==> src/rtl/pll_feed_pkg.sv <==
package pll_feed_pkg;
    localparam int DATA_W   = 32;
    localparam int ADDR_W   = 2;
    localparam int KEY_W    = 8;
    localparam int MUL_W    = 15;
    localparam int DIV_W    = 8;
    localparam int DIV_LSB  = 16;
    localparam int EN_BIT   = 24;
    localparam int CONN_BIT = 25;
    localparam int LOCK_BIT = 26;

    localparam logic [KEY_W-1:0] KEY_FIRST  = 8'hAA;
    localparam logic [KEY_W-1:0] KEY_SECOND = 8'h55;

    typedef enum logic [ADDR_W-1:0] {
        REG_CTRL = 2'd0,
        REG_CFG  = 2'd1,
        REG_STAT = 2'd2,
        REG_KEY  = 2'd3
    } reg_sel_e;
endpackage

==> src/rtl/pll_feed_unlock.sv <==
module pll_feed_unlock
    import pll_feed_pkg::*;
(
    input  logic             clk,
    input  logic             rst_n,
    input  logic             wr_i,
    input  reg_sel_e         sel_i,
    input  logic [KEY_W-1:0] key_i,
    output logic             fire_o
);
    typedef struct packed {
        logic armed;
    } unlock_st_t;

    unlock_st_t st_d, st_q;

    always_comb begin
        st_d   = st_q;
        fire_o = 1'b0;
        if (wr_i) begin
            if (sel_i == REG_KEY) begin
                if (key_i == KEY_FIRST) begin
                    st_d.armed = 1'b1;
                end else if (st_q.armed && key_i == KEY_SECOND) begin
                    fire_o     = 1'b1;
                    st_d.armed = 1'b0;
                end else begin
                    st_d.armed = 1'b0;
                end
            end else begin
                st_d.armed = 1'b0;
            end
        end
    end

    always_ff @(posedge clk or negedge rst_n) begin
        if (!rst_n) st_q <= '0;
        else        st_q <= st_d;
    end


    abort_on_other_write_chk: assert property (@(posedge clk) disable iff (!rst_n)
        (wr_i && sel_i != REG_KEY) |=> !st_q.armed);


    arm_on_first_key_chk: assert property (@(posedge clk) disable iff (!rst_n)
        (wr_i && sel_i == REG_KEY && key_i == KEY_FIRST) |=> st_q.armed);
endmodule

==> src/rtl/pll_feed_image.sv <==
module pll_feed_image
    import pll_feed_pkg::*;
(
    input  logic              clk,
    input  logic              rst_n,
    input  logic              wr_i,
    input  reg_sel_e          sel_i,
    input  logic [DATA_W-1:0] wdata_i,
    input  logic              fire_i,
    output logic              pend_en_o,
    output logic              pend_cb_o,
    output logic [MUL_W-1:0]  pend_mul_o,
    output logic [DIV_W-1:0]  pend_div_o,
    output logic              act_en_o,
    output logic              act_cb_o,
    output logic [MUL_W-1:0]  act_mul_o,
    output logic [DIV_W-1:0]  act_div_o
);
    typedef struct packed {
        logic             pend_en;
        logic             pend_cb;
        logic [MUL_W-1:0] pend_mul;
        logic [DIV_W-1:0] pend_div;
        logic             act_en;
        logic             act_cb;
        logic [MUL_W-1:0] act_mul;
        logic [DIV_W-1:0] act_div;
    } image_st_t;

    image_st_t st_d, st_q;

    always_comb begin
        st_d = st_q;
        if (wr_i && sel_i == REG_CTRL) begin
            st_d.pend_en = wdata_i[0];
            st_d.pend_cb = wdata_i[1];
        end
        if (wr_i && sel_i == REG_CFG) begin
            st_d.pend_mul = wdata_i[MUL_W-1:0];
            st_d.pend_div = wdata_i[DIV_LSB +: DIV_W];
        end
        if (fire_i) begin
            st_d.act_en = st_q.pend_en;
            st_d.act_cb = st_q.pend_cb;
            if (!st_q.act_en) begin
                st_d.act_mul = st_q.pend_mul;
                st_d.act_div = st_q.pend_div;
            end
        end
    end

    always_ff @(posedge clk or negedge rst_n) begin
        if (!rst_n) st_q <= '0;
        else        st_q <= st_d;
    end

    assign pend_en_o  = st_q.pend_en;
    assign pend_cb_o  = st_q.pend_cb;
    assign pend_mul_o = st_q.pend_mul;
    assign pend_div_o = st_q.pend_div;
    assign act_en_o   = st_q.act_en;
    assign act_cb_o   = st_q.act_cb;
    assign act_mul_o  = st_q.act_mul;
    assign act_div_o  = st_q.act_div;


    cfg_frozen_while_on_chk: assert property (@(posedge clk) disable iff (!rst_n)
        st_q.act_en |=> ($stable(st_q.act_mul) && $stable(st_q.act_div)));


    image_only_on_fire_chk: assert property (@(posedge clk) disable iff (!rst_n)
        !fire_i |=> ($stable(st_q.act_en) && $stable(st_q.act_cb)));
endmodule

==> src/rtl/pll_feed_regs.sv <==
module pll_feed_regs
    import pll_feed_pkg::*;
(
    input  logic              clk,
    input  logic              rst_n,
    input  logic [ADDR_W-1:0] bus_addr_i,
    input  logic [DATA_W-1:0] bus_wdata_i,
    input  logic              bus_we_i,
    output logic [DATA_W-1:0] bus_rdata_o,
    input  logic              pll_lock_i,
    output logic              pll_en_o,
    output logic              pll_conn_o,
    output logic [MUL_W-1:0]  pll_mul_o,
    output logic [DIV_W-1:0]  pll_div_o
);
    reg_sel_e         sel;
    logic             fire;
    logic             pend_en, pend_cb, act_en, act_cb;
    logic [MUL_W-1:0] pend_mul, act_mul;
    logic [DIV_W-1:0] pend_div, act_div;

    assign sel = reg_sel_e'(bus_addr_i);

    pll_feed_unlock u_unlock (
        .clk    (clk),
        .rst_n  (rst_n),
        .wr_i   (bus_we_i),
        .sel_i  (sel),
        .key_i  (bus_wdata_i[KEY_W-1:0]),
        .fire_o (fire)
    );

    pll_feed_image u_image (
        .clk        (clk),
        .rst_n      (rst_n),
        .wr_i       (bus_we_i),
        .sel_i      (sel),
        .wdata_i    (bus_wdata_i),
        .fire_i     (fire),
        .pend_en_o  (pend_en),
        .pend_cb_o  (pend_cb),
        .pend_mul_o (pend_mul),
        .pend_div_o (pend_div),
        .act_en_o   (act_en),
        .act_cb_o   (act_cb),
        .act_mul_o  (act_mul),
        .act_div_o  (act_div)
    );

    always_comb begin
        bus_rdata_o = '0;
        unique case (sel)
            REG_CTRL: begin
                bus_rdata_o[0] = pend_en;
                bus_rdata_o[1] = pend_cb;
            end
            REG_CFG: begin
                bus_rdata_o[MUL_W-1:0]        = pend_mul;
                bus_rdata_o[DIV_LSB +: DIV_W] = pend_div;
            end
            REG_STAT: begin
                bus_rdata_o[MUL_W-1:0]        = act_mul;
                bus_rdata_o[DIV_LSB +: DIV_W] = act_div;
                bus_rdata_o[EN_BIT]           = act_en;
                bus_rdata_o[CONN_BIT]         = act_cb;
                bus_rdata_o[LOCK_BIT]         = pll_lock_i;
            end
            default: bus_rdata_o = '0;
        endcase
    end

    assign pll_en_o   = act_en;
    assign pll_mul_o  = act_mul;
    assign pll_div_o  = act_div;
    assign pll_conn_o = act_en & act_cb & pll_lock_i;


    conn_needs_lock_chk: assert property (@(posedge clk) disable iff (!rst_n)
        pll_conn_o |-> (pll_en_o && pll_lock_i));


    outputs_hold_chk: assert property (@(posedge clk) disable iff (!rst_n)
        !(bus_we_i && sel == REG_KEY && bus_wdata_i[KEY_W-1:0] == KEY_SECOND)
        |=> ($stable(pll_en_o) && $stable(pll_mul_o) && $stable(pll_div_o)));


    status_matches_outputs_chk: assert property (@(posedge clk) disable iff (!rst_n)
        (sel == REG_STAT) |-> (bus_rdata_o[EN_BIT] == pll_en_o
                               && bus_rdata_o[MUL_W-1:0] == pll_mul_o
                               && bus_rdata_o[DIV_LSB +: DIV_W] == pll_div_o));
endmodule

==> config.mk <==
export PLATFORM = sky130hd
export DESIGN_NAME = pll_feed_regs
export DESIGN_NICKNAME = d
export VERILOG_FILES = /design/src/rtl/pll_feed_pkg.sv /design/src/rtl/pll_feed_unlock.sv /design/src/rtl/pll_feed_image.sv /design/src/rtl/pll_feed_regs.sv
export SDC_FILE = /design/constraint.sdc
export NUM_CORES = 1
export LEC_CHECK = 0
export BUFFER_PORTS_ARGS = -buffer_cell sky130_fd_sc_hd__buf_2
export CAP_MARGIN = 25
export CORE_ASPECT_RATIO = 0.5
export CORE_UTILIZATION = 25
export DETAILED_ROUTE_END_ITERATION = 10
export SYNTH_ARGS = -nofsm -noshare
export SYNTH_HDL_FRONTEND = slang
export SYNTH_HIERARCHICAL = 1
export SYNTH_SLANG_ARGS = --single-unit
==> constraint.sdc <==
create_clock -name clk -period 3 [get_ports clk]
set_clock_uncertainty 0.15 [all_clocks]
set_input_delay 0.45 -clock clk [delete_from_list [all_inputs] [get_ports clk]]
set_output_delay 0.45 -clock clk [all_outputs]
set_load 0.005 [all_outputs]
==> results of run 1 <==
==> layer usage <==
layer / vias to the layer above / track usage [%] / wire length [um]
met5: - / 0 / 0
met4: 0 / 3.01 / 34
met3: 2 / 2.39 / 212
met2: 38 / 18.6 / 2970
met1: 902 / 13.4 / 2630
li1: 820 / - / -
==> per-stage QoR <==
step	cell area (sq um)	hold slack [ns]	utilization, %	worst slack, ns	power (mW)
3_5_place_dp	3050	0.238	31.2	0.566	1.01
2_1_floorplan	2610	0.00441	-	1.11	0.929
3_3_place_gp	3050	0.231	31.2	0.591	1.00
4_1_cts	3200	0.237	32.8	0.562	1.57
6_report	3200	0.240	32.8	0.553	1.55
5_1_grt	3200	0.242	32.8	0.416	1.62
==> placed cells by master, fill, tap and decap left out, drive strengths merged, types with 2 or more instances in the layout <==
master / n
buf: 84
dfrtp: 51
mux2: 50
a22oi: 21
nor2b: 21
conb: 6
clkbuf: 6
ha: 4
nand4bb: 4
and2: 3
inv: 2
a222oi: 2
nor2: 2
nand2b: 2
==> worst min path at each step <==
stage | start | endpoint | slack [ns] | cells after the start
6_report | bus_wdata_i[11] | u_image/pend_mul_o[11]$_DFFE_PN0P_ | 0.24 | 2
5_1_grt | bus_wdata_i[22] | u_image/pend_div_o[6]$_DFFE_PN0P_ | 0.24 | 2
4_1_cts | bus_wdata_i[11] | u_image/pend_mul_o[11]$_DFFE_PN0P_ | 0.24 | 2
3_5_place_dp | rst_n | u_image/act_mul_o[2]$_DFFE_PN0P_ | 0.24 | 1
3_3_place_gp | rst_n | u_unlock/st_q$_DFFE_PN0P_ | 0.23 | 1
2_1_floorplan | rst_n | u_image/act_cb_o$_DFFE_PN0P_ | 0.004 | 0
==> state kept, by name, summed over array words and instances, names as in the netlist <==
register            cells
u_unlock/st_q           1
u_image/act_div_o       8
u_image/pend_mul_o     15
u_image/act_cb_o        1
u_image/pend_cb_o       1
u_image/act_mul_o      15
u_image/pend_div_o      8
u_image/pend_en_o       1
u_image/act_en_o        1
==> cell type report <==
cell class / count / area (sq um) / share of cell area (%)
Timing Repair Buffer: 85 / 443 / 13.8
Clock inverter: 1 / 5.00 / 0.156
Inverter: 2 / 7.51 / 0.235
Tap cell: 135 / 169 / 5.28
Sequential cell: 51 / 1280 / 39.9
Clock buffer: 6 / 139 / 4.34
Multi-Input combinational cell: 122 / 1160 / 36.3
==> cell families after synthesis <==
kind of cell	count (synthesis)	share of synthesized area, %
adder cells (fa/ha/maj)	4	1.93
flip-flops	51	49.2
buffers and inverters	20	6.75
AO/OA/AOI/OAI	24	7.14
multiplexers	50	24.6
AND/OR/NAND/NOR	38	10.2
other	1	0.145
==> power by group <==
part           leakage, nW  internal [mW]  switching [mW]
registers            0.659          0.752          0.0480
logic                0.921          0.108          0.0881
clock network       0.0727          0.326           0.225
==> flow_summary.yaml, run 1 <==
status:
  outcome: "complete, no violations"
place:
  io_buffer_count: 79
  hpwl_um: 4200
  gp_congestion: 0.768
  dp_cells: 394
cells_and_area:
  layout-drive-gt1-share_pct: 52.8
  area_growth_pct: 23.4
  nets: 309
  diodes: 0
  nFillCells: 996
  instances_no_fill: 402
timing:
  clock.fmax_ghz: 0.409
  rsz0062_at_grt: "false"
  setup-tns-final_ns: 0
  drv_slew: 0
  final-hold-violation-count: 0
  period_needed_ns: 2.45
  period_share_pct: 81.6
  setup_viol_count_final: 0
  worstMarginPinSlew_ns: 0.647
  slew-limit-headroom_pct: 56.9
grt:
  track_usage_pct: 10.6
  antenna_found_initial: 0
  grt_overflow_total: 0
  grt_pass1_wl_um: 9030
  grt_max_degree: 36
  grt_pass1_vias: 1814
worst_setup_path:
  arrival_ns: 1.85
  crit_required_ns: 2.40
  cp_top_family: "buffers and inverters"
  reg2reg_slack_ns: 1.10
  critPathMaxFanout: 13
  critPathLaunchType: "input port"
  cp-startpoint: "bus_addr_i[1]"
  slowest_delay_ns: 0.53
  crit_path_frequent_cell: "buf_2"
  end_kind: "primary output"
  path_cells: "buf_2 -> inv_1 -> ha_1 -> buf_4 -> a22oi_1 -> nor2b_1 -> buf_2"
  r2r_start: "u_unlock/st_q$_DFFE_PN0P_"
  rr_worst_depth: 5
  setup.worst_path.class: "input port to primary output"
  crit_path_end: "bus_rdata_o[13]"
  cp_slowest_cell: "ha_1"
  path_buf_inv: 4
  cp.depth: 7
  r2r_end: "u_image/act_mul_o[13]$_DFFE_PN0P_"
synth:
  yosysMostFrequentCell: "dfrtp_1"
  syn-cell-area_sq_mm: 0.00259
  synth_top_cell_area_share_pct: 49.2
  synth_warnings: 6
  synth_flop_cell: "dfrtp_1"
  ys_seq_area_share_pct: 49.2
  ys_ff_latch: 51
  yosys-top-cells-count: "dfrtp_1 (51), mux2_2 (29), a22oi_1 (21), nor2b_1 (21), mux2_4 (20)"
  syn_avg_cell_area_sq_um: 13.8
  async_flop_share_pct: 100
  synth_cells: 188
  synth_cell_types: 27
  synth_edf_count: 0
  synthTopCellsByArea: "dfrtp_1 (49%), mux2_2 (13%), mux2_4 (12%)"
  synth_top_cell_by_area: "dfrtp_1"
drt:
  wl_per_cell_um: 14.5
  vias_per_cell: 4.38
  drcViolationCount: 0
  drt_wl_total_um: 5840
  ant_nets: 0
  via_count: 1762
  dr.pass1.iters: 4
  drtIter0Drc: 68
clock_network:
  cts_hold_buf: 1
  post_cts_resized: 0
  clock_sinks: 51
  clk_latency_ns: 0.28
  post_cts_buffers: 0
  cts-root-buf: "clkbuf_16"
  clkTransAtPathRegs_ns: 0.06
  cts_buffers: 5
  clk_path_buf_depth: 2
  h-tree-depth: 2
  cts_tree: "built"
die:
  die-area_sq_mm: 0.0108
  die_w_um: 146
  ios: 95
  start_util_pct: 26.6
  die_h_um: 74.0
  coreArea_sq_mm: 0.00976
  rows: 25
hold_path:
  min_path_type: "input port to flop"
pwr:
  p_leak_nw: 1.65
  ir_drop_uv: 260
  p_per_area_mw_per_mm2: 483
flow_run:
  maxCapViolations: 0
No activity file was read; power rests on OpenSTA's default activity.
==> run 2: changes to the inputs <==
==> constraint.sdc (replaced) <==
create_clock -name clk -period 2.4 [get_ports clk]
set_clock_uncertainty 0.15 [all_clocks]
set_input_delay 0.36 -clock clk [delete_from_list [all_inputs] [get_ports clk]]
set_output_delay 0.36 -clock clk [all_outputs]
set_load 0.005 [all_outputs]
==> run 2 against run 1 <==
Effect of this change: via count grew 2.2%; hold slack lost 0.098 ns; clock power grew 26%; critical path depth shrank 1; cell area grew 0.51%; wire length grew 5.1%; count of clock-buffer cells in the layout shrank 1; flip-flop and latch count is the same; power grew 26%; worst setup slack lost 0.36 ns; first-iteration DRC count grew 43%; largest power group unchanged; highest routed layer unchanged.
==> flow_summary.yaml, run 2 (same netlist as run 1, synthesis figures left out) <==
worst_setup_path:
  end_kind: "primary output"
  critPathLaunchType: "input port"
  critPathMaxFanout: 11
  arrival_ns: 1.70
  cp.depth: 6
  cp_top_family: "buffers and inverters"
  cp_slowest_cell: "ha_1"
  setup.worst_path.class: "input port to primary output"
  crit_path_frequent_cell: "buf_2"
  r2r_end: "u_image/act_mul_o[11]$_DFFE_PN0P_"
  path_cells: "buf_2 -> inv_1 -> ha_1 -> buf_4 -> nor2b_1 -> buf_2"
  rr_worst_depth: 5
  path_buf_inv: 4
  reg2reg_slack_ns: 0.49
  slowest_delay_ns: 0.51
  crit_required_ns: 1.89
  r2r_start: "u_unlock/st_q$_DFFE_PN0P_"
grt:
  antenna_found_initial: 0
  grt_overflow_total: 0
  track_usage_pct: 11.2
  grt_pass1_vias: 1882
  grt_pass1_wl_um: 9470
  grt_max_degree: 25
hold_path:
  min_path_cells: 2
  hp-start: "bus_wdata_i[11]"
  min_to: "u_image/pend_mul_o[11]$_DFFE_PN0P_"
  min_path_type: "input port to flop"
timing:
  fin_ws_ns: 0.193
  worstMarginPinSlew_ns: 0.564
  slew-limit-headroom_pct: 62.4
  rsz0062_at_grt: "false"
  whs_ns: 0.143
  setup-tns-final_ns: 0
  clock.fmax_ghz: 0.453
  period_needed_ns: 2.21
  final-hold-violation-count: 0
  drv_slew: 0
  setup_viol_count_final: 0
  period_share_pct: 91.9
flow_run:
  maxCapViolations: 0
pwr:
  p_leak_nw: 1.66
  swShare_pct: 24.9
  ir_drop_uv: 334
  p_comb_share_pct: 12.8
  intPower_mw: 1.46
  p_clk_share_pct: 35.7
  p_per_area_mw_per_mm2: 605
  netSwitchingPower_uw: 484
  power_mw: 1.95
  seqPwrFrac_pct: 51.5
clock_network:
  h-tree-depth: 2
  cts-root-buf: "clkbuf_16"
  cts_tree: "built"
  clock_sinks: 51
  clkTransAtPathRegs_ns: 0.06
  clk_path_buf_depth: 2
  cts_buffers: 5
  post_cts_buffers: 0
  clk_latency_ns: 0.29
place:
  place_ws_ns: 0.196
  postPlaceCellArea_sq_mm: 0.00306
  hpwl_um: 4370
  io_buffer_count: 79
  gp_congestion: 0.756
cells_and_area:
  nets: 311
  layout-drive-gt1-share_pct: 53.3
  diodes: 0
  area_growth_pct: 24.0
  design_area_sq_mm: 0.00322
  final_common_cell: "buf_2"
  mostFrequentLayoutCells: "buf_2 (79), dfrtp_1 (51), mux2_2 (29), a22oi_1 (21), nor2b_1 (21)"
drt:
  vias_per_cell: 4.44
  drtIter0Drc: 97
  drcViolationCount: 0
  ant_nets: 0
  dr.pass1.iters: 4
  via_count: 1800
  wl_per_cell_um: 15.2
  drt_wl_total_um: 6140
die:
  start_util_pct: 26.6
  coreArea_sq_mm: 0.00976
  ios: 95
  rows: 25
  die_h_um: 74.0
  die_w_um: 146
  die-area_sq_mm: 0.0108
status:
  outcome: "complete, no violations"
[run 2: cell count changes in the layout (fill, tap and decap cells not counted)]
cell / before / now
buf_4: 5 / 7
clkbuf_8: 1 / 0
clkinvlp_4: 0 / 2
[run 2: worst max path at each step]
stage / from / end
after floorplan: bus_wdata_i[1] / u_image/act_div_o[1]$_DFFE_PN0P_
after global placement: bus_addr_i[0] / bus_rdata_o[12]
after detailed placement: bus_addr_i[0] / bus_rdata_o[12]
after CTS: bus_addr_i[0] / bus_rdata_o[12]
after global routing: bus_addr_i[0] / bus_rdata_o[12]
final: bus_addr_i[0] / bus_rdata_o[12]
[run 2: layer usage]
metal	wire length (um)	part of all wire, %	vias up	global-route usage [%]
met1	2560	42	925	13.0
met3	247	4.0	4	2.76
met2	3280	53	40	21.2
met5	0	0	-	0
li1	-	-	831	-
met4	46	0.75	0	3.13
[run 2: timing repair]
item,4_1_cts,5_1_grt
resized for setup,0,0
hold endpoints to repair,22,0
hold buffers,1,0
[run 2: power groups by stage]
stage                     sequential (mW)  clock [mW]  combinational (mW)
after floorplan                     0.998           0               0.164
after global placement               1.01           0               0.244
after detailed placement             1.02           0               0.251
after CTS                            1.00       0.716               0.254
after global routing                 1.01       0.754               0.276
final                                1.00       0.695               0.249
[run 2: final cells by class]
class	count	area [sq um]
clock inverters	3	20.0
flip-flops and latches	51	1280
fillers	984	6540
multi-input cells	122	1160
repair buffers	87	458
clock buffers	5	125
well taps	135	169
inverters	2	7.51
[run 2: metrics by stage]
step | instances | utilization (%)
floorplan | 193 | -
global placement | 396 | 31.4
detailed placement | 396 | 31.4
CTS | 405 | 33.0
global route | 405 | 33.0
finish | 405 | 33.0
